**src/rtl/lpm_pkg.sv**
```systemverilog
package lpm_pkg;

  typedef enum logic [1:0] {
    ST_RUN  = 2'd0,
    ST_HALT = 2'd1,
    ST_STAB = 2'd2,
    ST_IDLE = 2'd3
  } lpm_state_e;

  localparam logic [1:0] WAKE_NONE  = 2'b00;
  localparam logic [1:0] WAKE_RESET = 2'b01;
  localparam logic [1:0] WAKE_NMI   = 2'b10;
  localparam logic [1:0] WAKE_TOVF  = 2'b11;

  typedef struct packed {
    logic core;
    logic osc;
    logic hst;
    logic gtmr;
  } dom_en_t;

  // Per-state clock-domain enables; hst_keep selects the HALT timer variant.
  function automatic dom_en_t domain_enables(lpm_state_e st, logic hst_keep);
    dom_en_t e;
    case (st)
      ST_RUN:  e = '{core: 1'b1, osc: 1'b1, hst: 1'b1,     gtmr: 1'b1};
      ST_HALT: e = '{core: 1'b0, osc: 1'b0, hst: hst_keep, gtmr: 1'b0};
      ST_STAB: e = '{core: 1'b0, osc: 1'b1, hst: 1'b1,     gtmr: 1'b1};
      default: e = '{core: 1'b0, osc: 1'b1, hst: 1'b1,     gtmr: 1'b1};
    endcase
    return e;
  endfunction

  // IDLE exit cause: NMI has priority over a timer overflow.
  function automatic logic [1:0] idle_wake_cause(logic nmi_edge);
    return nmi_edge ? WAKE_NMI : WAKE_TOVF;
  endfunction

endpackage

```
**src/rtl/lpm_edge_det.sv**
```systemverilog
module lpm_edge_det #(
  parameter int W = 2
) (
  input  logic         clk,
  input  logic         rst_n,
  input  logic [W-1:0] din,
  output logic [W-1:0] rise
);
  for (genvar i = 0; i < W; i++) begin : g_bit
    logic prev_q;
    always_ff @(posedge clk or negedge rst_n) begin
      if (!rst_n) prev_q <= 1'b0;
      else        prev_q <= din[i];
    end
    assign rise[i] = din[i] & ~prev_q;
  end
endmodule

```
**src/rtl/lpm_once_reg.sv**
```systemverilog
module lpm_once_reg #(
  parameter int W = 1
) (
  input  logic         clk,
  input  logic         rst_n,
  input  logic         wr,
  input  logic [W-1:0] wdata,
  output logic [W-1:0] q,
  output logic         locked
);
  logic accept;
  assign accept = wr & ~locked;

  always_ff @(posedge clk or negedge rst_n) begin
    if (!rst_n) begin
      q      <= '0;
      locked <= 1'b0;
    end else if (accept) begin
      q      <= wdata;
      locked <= 1'b1;
    end
  end
endmodule

```
**src/rtl/lpm_stab_ctr.sv**
```systemverilog
module lpm_stab_ctr #(
  parameter int CNT_W = 8
) (
  input  logic             clk,
  input  logic             rst_n,
  input  logic             run,
  input  logic [CNT_W-1:0] limit,
  output logic             done
);
  logic [CNT_W-1:0] cnt_q;

  assign done = run && (cnt_q == limit);

  always_ff @(posedge clk or negedge rst_n) begin
    if (!rst_n)              cnt_q <= '0;
    else if (!run || done)   cnt_q <= '0;
    else                     cnt_q <= cnt_q + 1'b1;
  end
endmodule

```
**src/rtl/lpm_fsm.sv**
```systemverilog
module lpm_fsm
  import lpm_pkg::*;
(
  input  logic       clk,
  input  logic       rst_n,
  input  logic       halt_req,
  input  logic       halt_en,
  input  logic       idle_rise,
  input  logic       nmi_lvl,
  input  logic       nmi_rise,
  input  logic       tmr_ovf,
  input  logic       stab_done,
  output lpm_state_e st_q,
  output logic       hst_keep_q,
  output logic       resume_q,
  output logic [1:0] cause_q,
  output logic       halt_enter
);
  logic idle_enter, idle_wake, stab_wake;

  assign halt_enter = (st_q == ST_RUN) && halt_req && halt_en;
  assign idle_enter = (st_q == ST_RUN) && !halt_enter && idle_rise;
  assign idle_wake  = (st_q == ST_IDLE) && (nmi_rise || tmr_ovf);
  assign stab_wake  = (st_q == ST_STAB) && stab_done;

  always_ff @(posedge clk or negedge rst_n) begin
    if (!rst_n) begin
      st_q       <= ST_RUN;
      hst_keep_q <= 1'b1;
      resume_q   <= 1'b0;
      cause_q    <= WAKE_RESET;
    end else begin
      resume_q <= 1'b0;
      if (halt_enter) begin
        st_q       <= ST_HALT;
        hst_keep_q <= ~nmi_lvl;
      end else if (idle_enter) begin
        st_q <= ST_IDLE;
      end else if ((st_q == ST_HALT) && nmi_rise) begin
        st_q <= ST_STAB;
      end else if (stab_wake) begin
        st_q     <= ST_RUN;
        resume_q <= 1'b1;
        cause_q  <= WAKE_NMI;
      end else if (idle_wake) begin
        st_q     <= ST_RUN;
        resume_q <= 1'b1;
        cause_q  <= idle_wake_cause(nmi_rise);
      end
    end
  end
endmodule

```
**src/rtl/lpm_seq_ctrl.sv**
```systemverilog
module lpm_seq_ctrl
  import lpm_pkg::*;
#(
  parameter int CNT_W = 8
) (
  input  logic             clk,
  input  logic             rst_n,
  input  logic             halt_req,
  input  logic             idle_req,
  input  logic             hen_wr,
  input  logic             hen_wdata,
  input  logic             nmi,
  input  logic             tmr_ovf,
  input  logic [CNT_W-1:0] stab_limit,
  output logic             core_clk_en,
  output logic             osc_en,
  output logic             hst_en,
  output logic             gtmr_en,
  output logic [1:0]       wake_cause,
  output logic             resume
);
  localparam int NEDGE = 2;

  logic [NEDGE-1:0] edge_in, edge_rise;
  logic             nmi_rise, idle_rise;
  logic             hen_bit, hen_locked;
  logic             stab_done, halt_enter, hst_keep_q;
  lpm_state_e       st_q;
  dom_en_t          en;

  assign edge_in   = {idle_req, nmi};
  assign nmi_rise  = edge_rise[0];
  assign idle_rise = edge_rise[1];

  lpm_edge_det #(.W(NEDGE)) u_edge (
    .clk(clk), .rst_n(rst_n), .din(edge_in), .rise(edge_rise)
  );

  lpm_once_reg #(.W(1)) u_hen (
    .clk(clk), .rst_n(rst_n), .wr(hen_wr), .wdata(hen_wdata),
    .q(hen_bit), .locked(hen_locked)
  );

  lpm_stab_ctr #(.CNT_W(CNT_W)) u_stab (
    .clk(clk), .rst_n(rst_n), .run(st_q == ST_STAB),
    .limit(stab_limit), .done(stab_done)
  );

  lpm_fsm u_fsm (
    .clk(clk), .rst_n(rst_n), .halt_req(halt_req), .halt_en(hen_bit),
    .idle_rise(idle_rise), .nmi_lvl(nmi), .nmi_rise(nmi_rise),
    .tmr_ovf(tmr_ovf), .stab_done(stab_done), .st_q(st_q),
    .hst_keep_q(hst_keep_q), .resume_q(resume), .cause_q(wake_cause),
    .halt_enter(halt_enter)
  );

  assign en          = domain_enables(st_q, hst_keep_q);
  assign core_clk_en = en.core;
  assign osc_en      = en.osc;
  assign hst_en      = en.hst;
  assign gtmr_en     = en.gtmr;
endmodule

```
**config.mk**
```make
export PLATFORM = sky130hd
export DESIGN_NAME = lpm_seq_ctrl
export DESIGN_NICKNAME = d
export VERILOG_FILES = /design/src/rtl/lpm_pkg.sv /design/src/rtl/lpm_edge_det.sv /design/src/rtl/lpm_once_reg.sv /design/src/rtl/lpm_stab_ctr.sv /design/src/rtl/lpm_fsm.sv /design/src/rtl/lpm_seq_ctrl.sv
export SDC_FILE = /design/constraint.sdc
export NUM_CORES = 1
export LEC_CHECK = 0
export BUFFER_PORTS_ARGS = -buffer_cell sky130_fd_sc_hd__buf_2
export CAP_MARGIN = 5
export CORE_ASPECT_RATIO = 0.8
export CORE_UTILIZATION = 40
export CTS_BUF_LIST = sky130_fd_sc_hd__clkbuf_4
export CTS_CLUSTER_DIAMETER = 40
export DETAILED_ROUTE_END_ITERATION = 12
export SYNTH_ARGS = -nofsm -noshare
export SYNTH_HDL_FRONTEND = slang
export SYNTH_SLANG_ARGS = --single-unit
```
**constraint.sdc**
```tcl
create_clock -name clk -period 2.6 [get_ports clk]
set_clock_uncertainty 0.15 [all_clocks]
set_input_delay 0.39 -clock clk [delete_from_list [all_inputs] [get_ports clk]]
set_output_delay 0.39 -clock clk [all_outputs]
set_load 0.02 [all_outputs]
```
; ---- After elaboration in Yosys (flattened, before gate mapping)
; Index checks and enable logic that the tools add are counted.
[word_totals]
input_bits = 16
word_cells = 55
reg_bits = 18
out_inout_bits = 7
[classes]
add_sub_neg = 1
n_bitwise = 10
mux = 15
eq_ne = 4
n_reduce_logical = 16
[ops]
columns = cell, n
row1 = two-way mux 2 bit, 7
row2 = adder 8 x 1 -> 8 bit (second input constant), 1
row3 = equality test 8 bit, 1
row4 = logical AND 1 bit, 8
row5 = two-way mux 8 bit, 1
row6 = case mux 4 bit (2 select lines), 1
row7 = inverter 1 bit, 7
row8 = two-way mux 1 bit, 6
row9 = nonzero test 5 bit, 1
row10 = equality test 2 bit (second input constant), 2
row11 = AND reduction 4 bit, 1
row12 = AND 1 bit, 3
row13 = equality test 2 x 1 -> 1 bit (second input constant), 1
row14 = logical NOT 1 bit, 2
row15 = logical NOT 2 bit, 1
row16 = logical OR 1 bit, 2
row17 = nonzero test 2 bit, 1

; ---- Longest topological paths before layout
[depth]
depth_word = 9
ltp_mapped = 4
mapped_depth_nobuf = 4

; ---- Hierarchy
; A second synthesis with hierarchy kept.
[unflattened]
cells_unflattened = 84
area_unflattened_um2 = 955.9
[by_module_without_submodules]
columns = mod, seq_area_each_um2, cells_per_inst, area_each_um2, n_inst
row1 = lpm_stab_ctr, 200.2, 46, 500.5, 1
row2 = lpm_fsm, 152.6, 24, 256.5, 1
row3 = lpm_once_reg, 50.0, 5, 85.1, 1
row4 = lpm_edge_det, 50.0, 4, 77.6, 1
row5 = lpm_seq_ctrl, 0.0, 5, 36.3, 1

; ---- Least setup slack after synthesis
; No wires, ideal clock.
[synth_path]
path_type = register to output
startpoint = register u_fsm.st_q[1]
endpoint = output port hst_en
arrival_time_ns = 1.104
stages_incl_launch_ff = 3
required_time_ns = 2.060
n_path_buf = 0
slack_ns = 0.956
path_cell_list = dfrtp_1 or2b_1 or2_2
[synth_via]
elab_chain_cells = 2
word_cells_on_any_way = 3
classes_between = eq/ne (1) / mux (1) / reduce/logical (1)
[synth_lines]
columns = element, line_no
row1 = from (decl), lpm_fsm.sv:13  ; output lpm_state_e st_q,
row2 = from (signal assigned), lpm_fsm.sv:28  ; st_q <= ST_RUN;
row3 = from (signal assigned), lpm_fsm.sv:35  ; st_q <= ST_HALT;
row4 = from (signal assigned), lpm_fsm.sv:38  ; st_q <= ST_IDLE;
row5 = equality test 2 x 1 -> 1 bit or logical NOT 2 bit (tied branches), lpm_pkg.sv:25  ; case (st)
row6 = case mux 4 bit (2 select lines) (*), lpm_pkg.sv:25
row7 = to (decl), lpm_seq_ctrl.sv:17  ; output logic hst_en,
; Mark *: on every way between the ends. The rest lies on a longest branch, timed or not.

; ---- Final worst setup path
; Same ends and word-level chain as after synthesis.

==> results.ini <==
[layout]
final_net_count = 123
fillerInstances = 189
antenna_cells = 0
final_cell_area_sq_um = 1040
post-route-util_pct = 52.8
final_cells = 129
area_growth_pct = 19.5
drive_gt1_share_pct = 34.3
multiInputGateArea_sq_um = 403
layout_common_cells = 22 x buf_2, 16 x dfrtp_1, 11 x nor2_1
register_area_sq_um = 453
final_common_cell = buf_2

[sta]
setup_viol = 0
worst_slew_pin_slew_ns = 0.412
min_period_over_period_pct = 76.1
fmax_mhz = 505
hold_viol = 0
drv_slew = 0
fin_setup_tns_ns = 0
min_period_ns = 1.98
slew_headroom_pct = 72.6
rsz0062_at_grt = false

[routing]
wire_per_inst_um = 11.3
vias_per_cell = 4.84
vias = 624
wl_um = 1450
ant_nets = 0
first_iter_violations = 9
drcViolationCount = 0
drt-pass1-iter-count = 4

[grt]
grt_pass1_vias = 581
grt.total_usage_pct = 14.8
grt_max_degree = 19
gr-total-overflow = 0
antenna_found_initial = 0
grt_pass1_wl_um = 2410

[clock_tree]
cts_setup_buffers = 0
cts_hold_buf = 1
clk_pin_slew_ns = 0.10
cts_root_buf = clkbuf_4
cts_buffer_depth = 2
post_cts_resized = 0
clock_sink_count = 18
tritoncts = yes
htree_levels = 1
numCtsBuffers = 3
clk_latency_ns = 0.29

[synthesis]
syn_inst = 79
synth_cell_types = 28
synth_seq_cells = 18
yosysSeqAreaShare_pct = 52.2
synth_compound_area_share_pct = 6.64
synth_top_family_by_area = simple AND/OR/NAND/NOR gates
synth_xor_area_share_pct = 14.1
synthAdderAreaFrac_pct = 1.44
synth.area.mux_share_pct = 1.30
synth_nets = 96
synth-simple-area-share_pct = 22.9
syn_avg_cell_area_sq_um = 11.0
synth_area_sq_um = 867
yosysWarnings = 0

[floorplanning]
die_y_um = 43.6
ioPinCount = 23
start_util_pct = 44.2
fp.dieArea_sq_um = 2360
fp.coreArea_sq_um = 1960
die_x_um = 54.1
rows = 14

[power]
leakage_uw = 0.000477
power_density_nw_per_um2 = 773
ir_drop_mv = 0.365

[hold_path]
hp-class = input port to flip-flop

[placed_design]
gp_congestion = 0.781
postPlaceCellArea_sq_um = 1000
dp_cells = 124
hpwl_um = 1110
port_buffers = 22

[setup_path]
arrival_ns = 1.44
endpoint_kind = primary output
crit_type = flip-flop to primary output
critPathRequiredTime_ns = 2.06
critical_path.max_fanout = 7
cp-start-kind = flip-flop

[job]
maxCapViolCount = 0

[outcome]
outcome = completed

==> sequential cells by signal (all words and copies together) (netlist names) <==
signal / count
u_fsm.hst_keep_q: 1
u_stab.cnt_q: 8
u_hen.locked: 1
u_fsm.resume_q: 1
u_hen.q: 1
u_edge.g_bit.prev_q: 2
u_fsm.cause_q: 2
u_fsm.st_q: 2
==> synthesized netlist by cell type <==
master	number	share of area, %
a211oi_1	2	1.7
a21o_2	1	1.0
a21oi_1	2	1.2
and2b_1	1	0.87
and3_1	2	1.4
buf_4	1	0.87
dfrtp_1	16	46
dfstp_2	2	6.1
ha_1	1	1.4
inv_1	1	0.43
mux2_2	1	1.3
nand2_1	2	0.87
nand2b_1	1	0.72
nand3_1	6	3.5
nand4_2	2	2.9
nor2_1	11	4.8
nor2b_1	2	1.4
nor3_1	1	0.58
nor3b_2	1	1.4
nor4_1	1	0.72
o211a_1	1	1.2
o21ai_0	1	0.58
o21ai_2	1	1.0
or2_2	3	2.2
or2b_1	1	0.87
or3_1	1	0.72
xnor2_1	9	9.1
xor2_1	5	5.1
==> power by group <==
| group | internal (uW) | switching, uW | leakage [uW] |
|---|---|---|---|
| clock network | 55.8 | 84.0 | 0.0000154 |
| logic | 113 | 143 | 0.000241 |
| registers | 344 | 60.1 | 0.000220 |
==> metrics by stage <==
step                hold slack [ns]  setup slack [ns]  total power, uW
finish                       0.0641             0.621              800
global route                 0.0325             0.530              872
CTS                          0.0422             0.600              818
detailed placement            0.196             0.939              668
global placement              0.196             0.962              667
floorplan                   -0.0556             0.956              591
==> area by class of cell <==
cell class | count | area share (%)
Sequential cell | 18 | 43.7
Multi-Input combinational cell | 59 | 38.9
Timing Repair Buffer | 23 | 11.6
Tap cell | 24 | 2.90
Clock buffer | 3 | 2.17
Clock inverter | 1 | 0.362
Inverter | 1 | 0.362
==> final timing paths <==
path | start | endpoint | slack, ns | cells past startpoint
setup / recovery | u_fsm.st_q[1]$_DFFE_PN0P_ | hst_en | 0.62 | 3
hold / removal | idle_req | u_edge.g_bit[1].prev_q$_DFF_PN0_ | 0.06 | 1
setup reg to reg | u_stab.cnt_q[6]$_DFF_PN0_ | u_stab.cnt_q[7]$_DFF_PN0_ | 1.10 | 4
hold reg to reg | u_fsm.cause_q[1]$_DFFE_PN0P_ | u_fsm.cause_q[1]$_DFFE_PN0P_ | 0.32 | 1
max in group asynchronous | rst_n | u_fsm.cause_q[0]$_DFFE_PN1P_ | 1.57 | 2
min in group asynchronous | rst_n | u_stab.cnt_q[3]$_DFF_PN0_ | 0.40 | 2
==> worst max-delay path, cell delays in order, from the launching register on <==
cell	delay, ns
dfrtp_1	0.45
or2b_1	0.27
or2_2	0.27
buf_2	0.16
==> metal layers <==
metal,up-vias,wire [um],track usage (%)
met5,-,0,0
met4,0,0,3.08
met3,0,77,7.37
met2,16,604,22.0
met1,287,771,19.7
li1,321,-,-
==> logic make-up (layout without fill, tap and decap cells) <==
logic type / after synthesis / after routing
AO/OA/AOI/OAI: 8 / 8
flip-flops: 18 / 18
multiplexers: 1 / 1
AND/OR/NAND/NOR: 35 / 35
buffers and inverters: 2 / 28
adder cells (fa/ha/maj): 1 / 1
XOR/XNOR: 14 / 14
No activity file was read; power rests on OpenSTA's default activity.
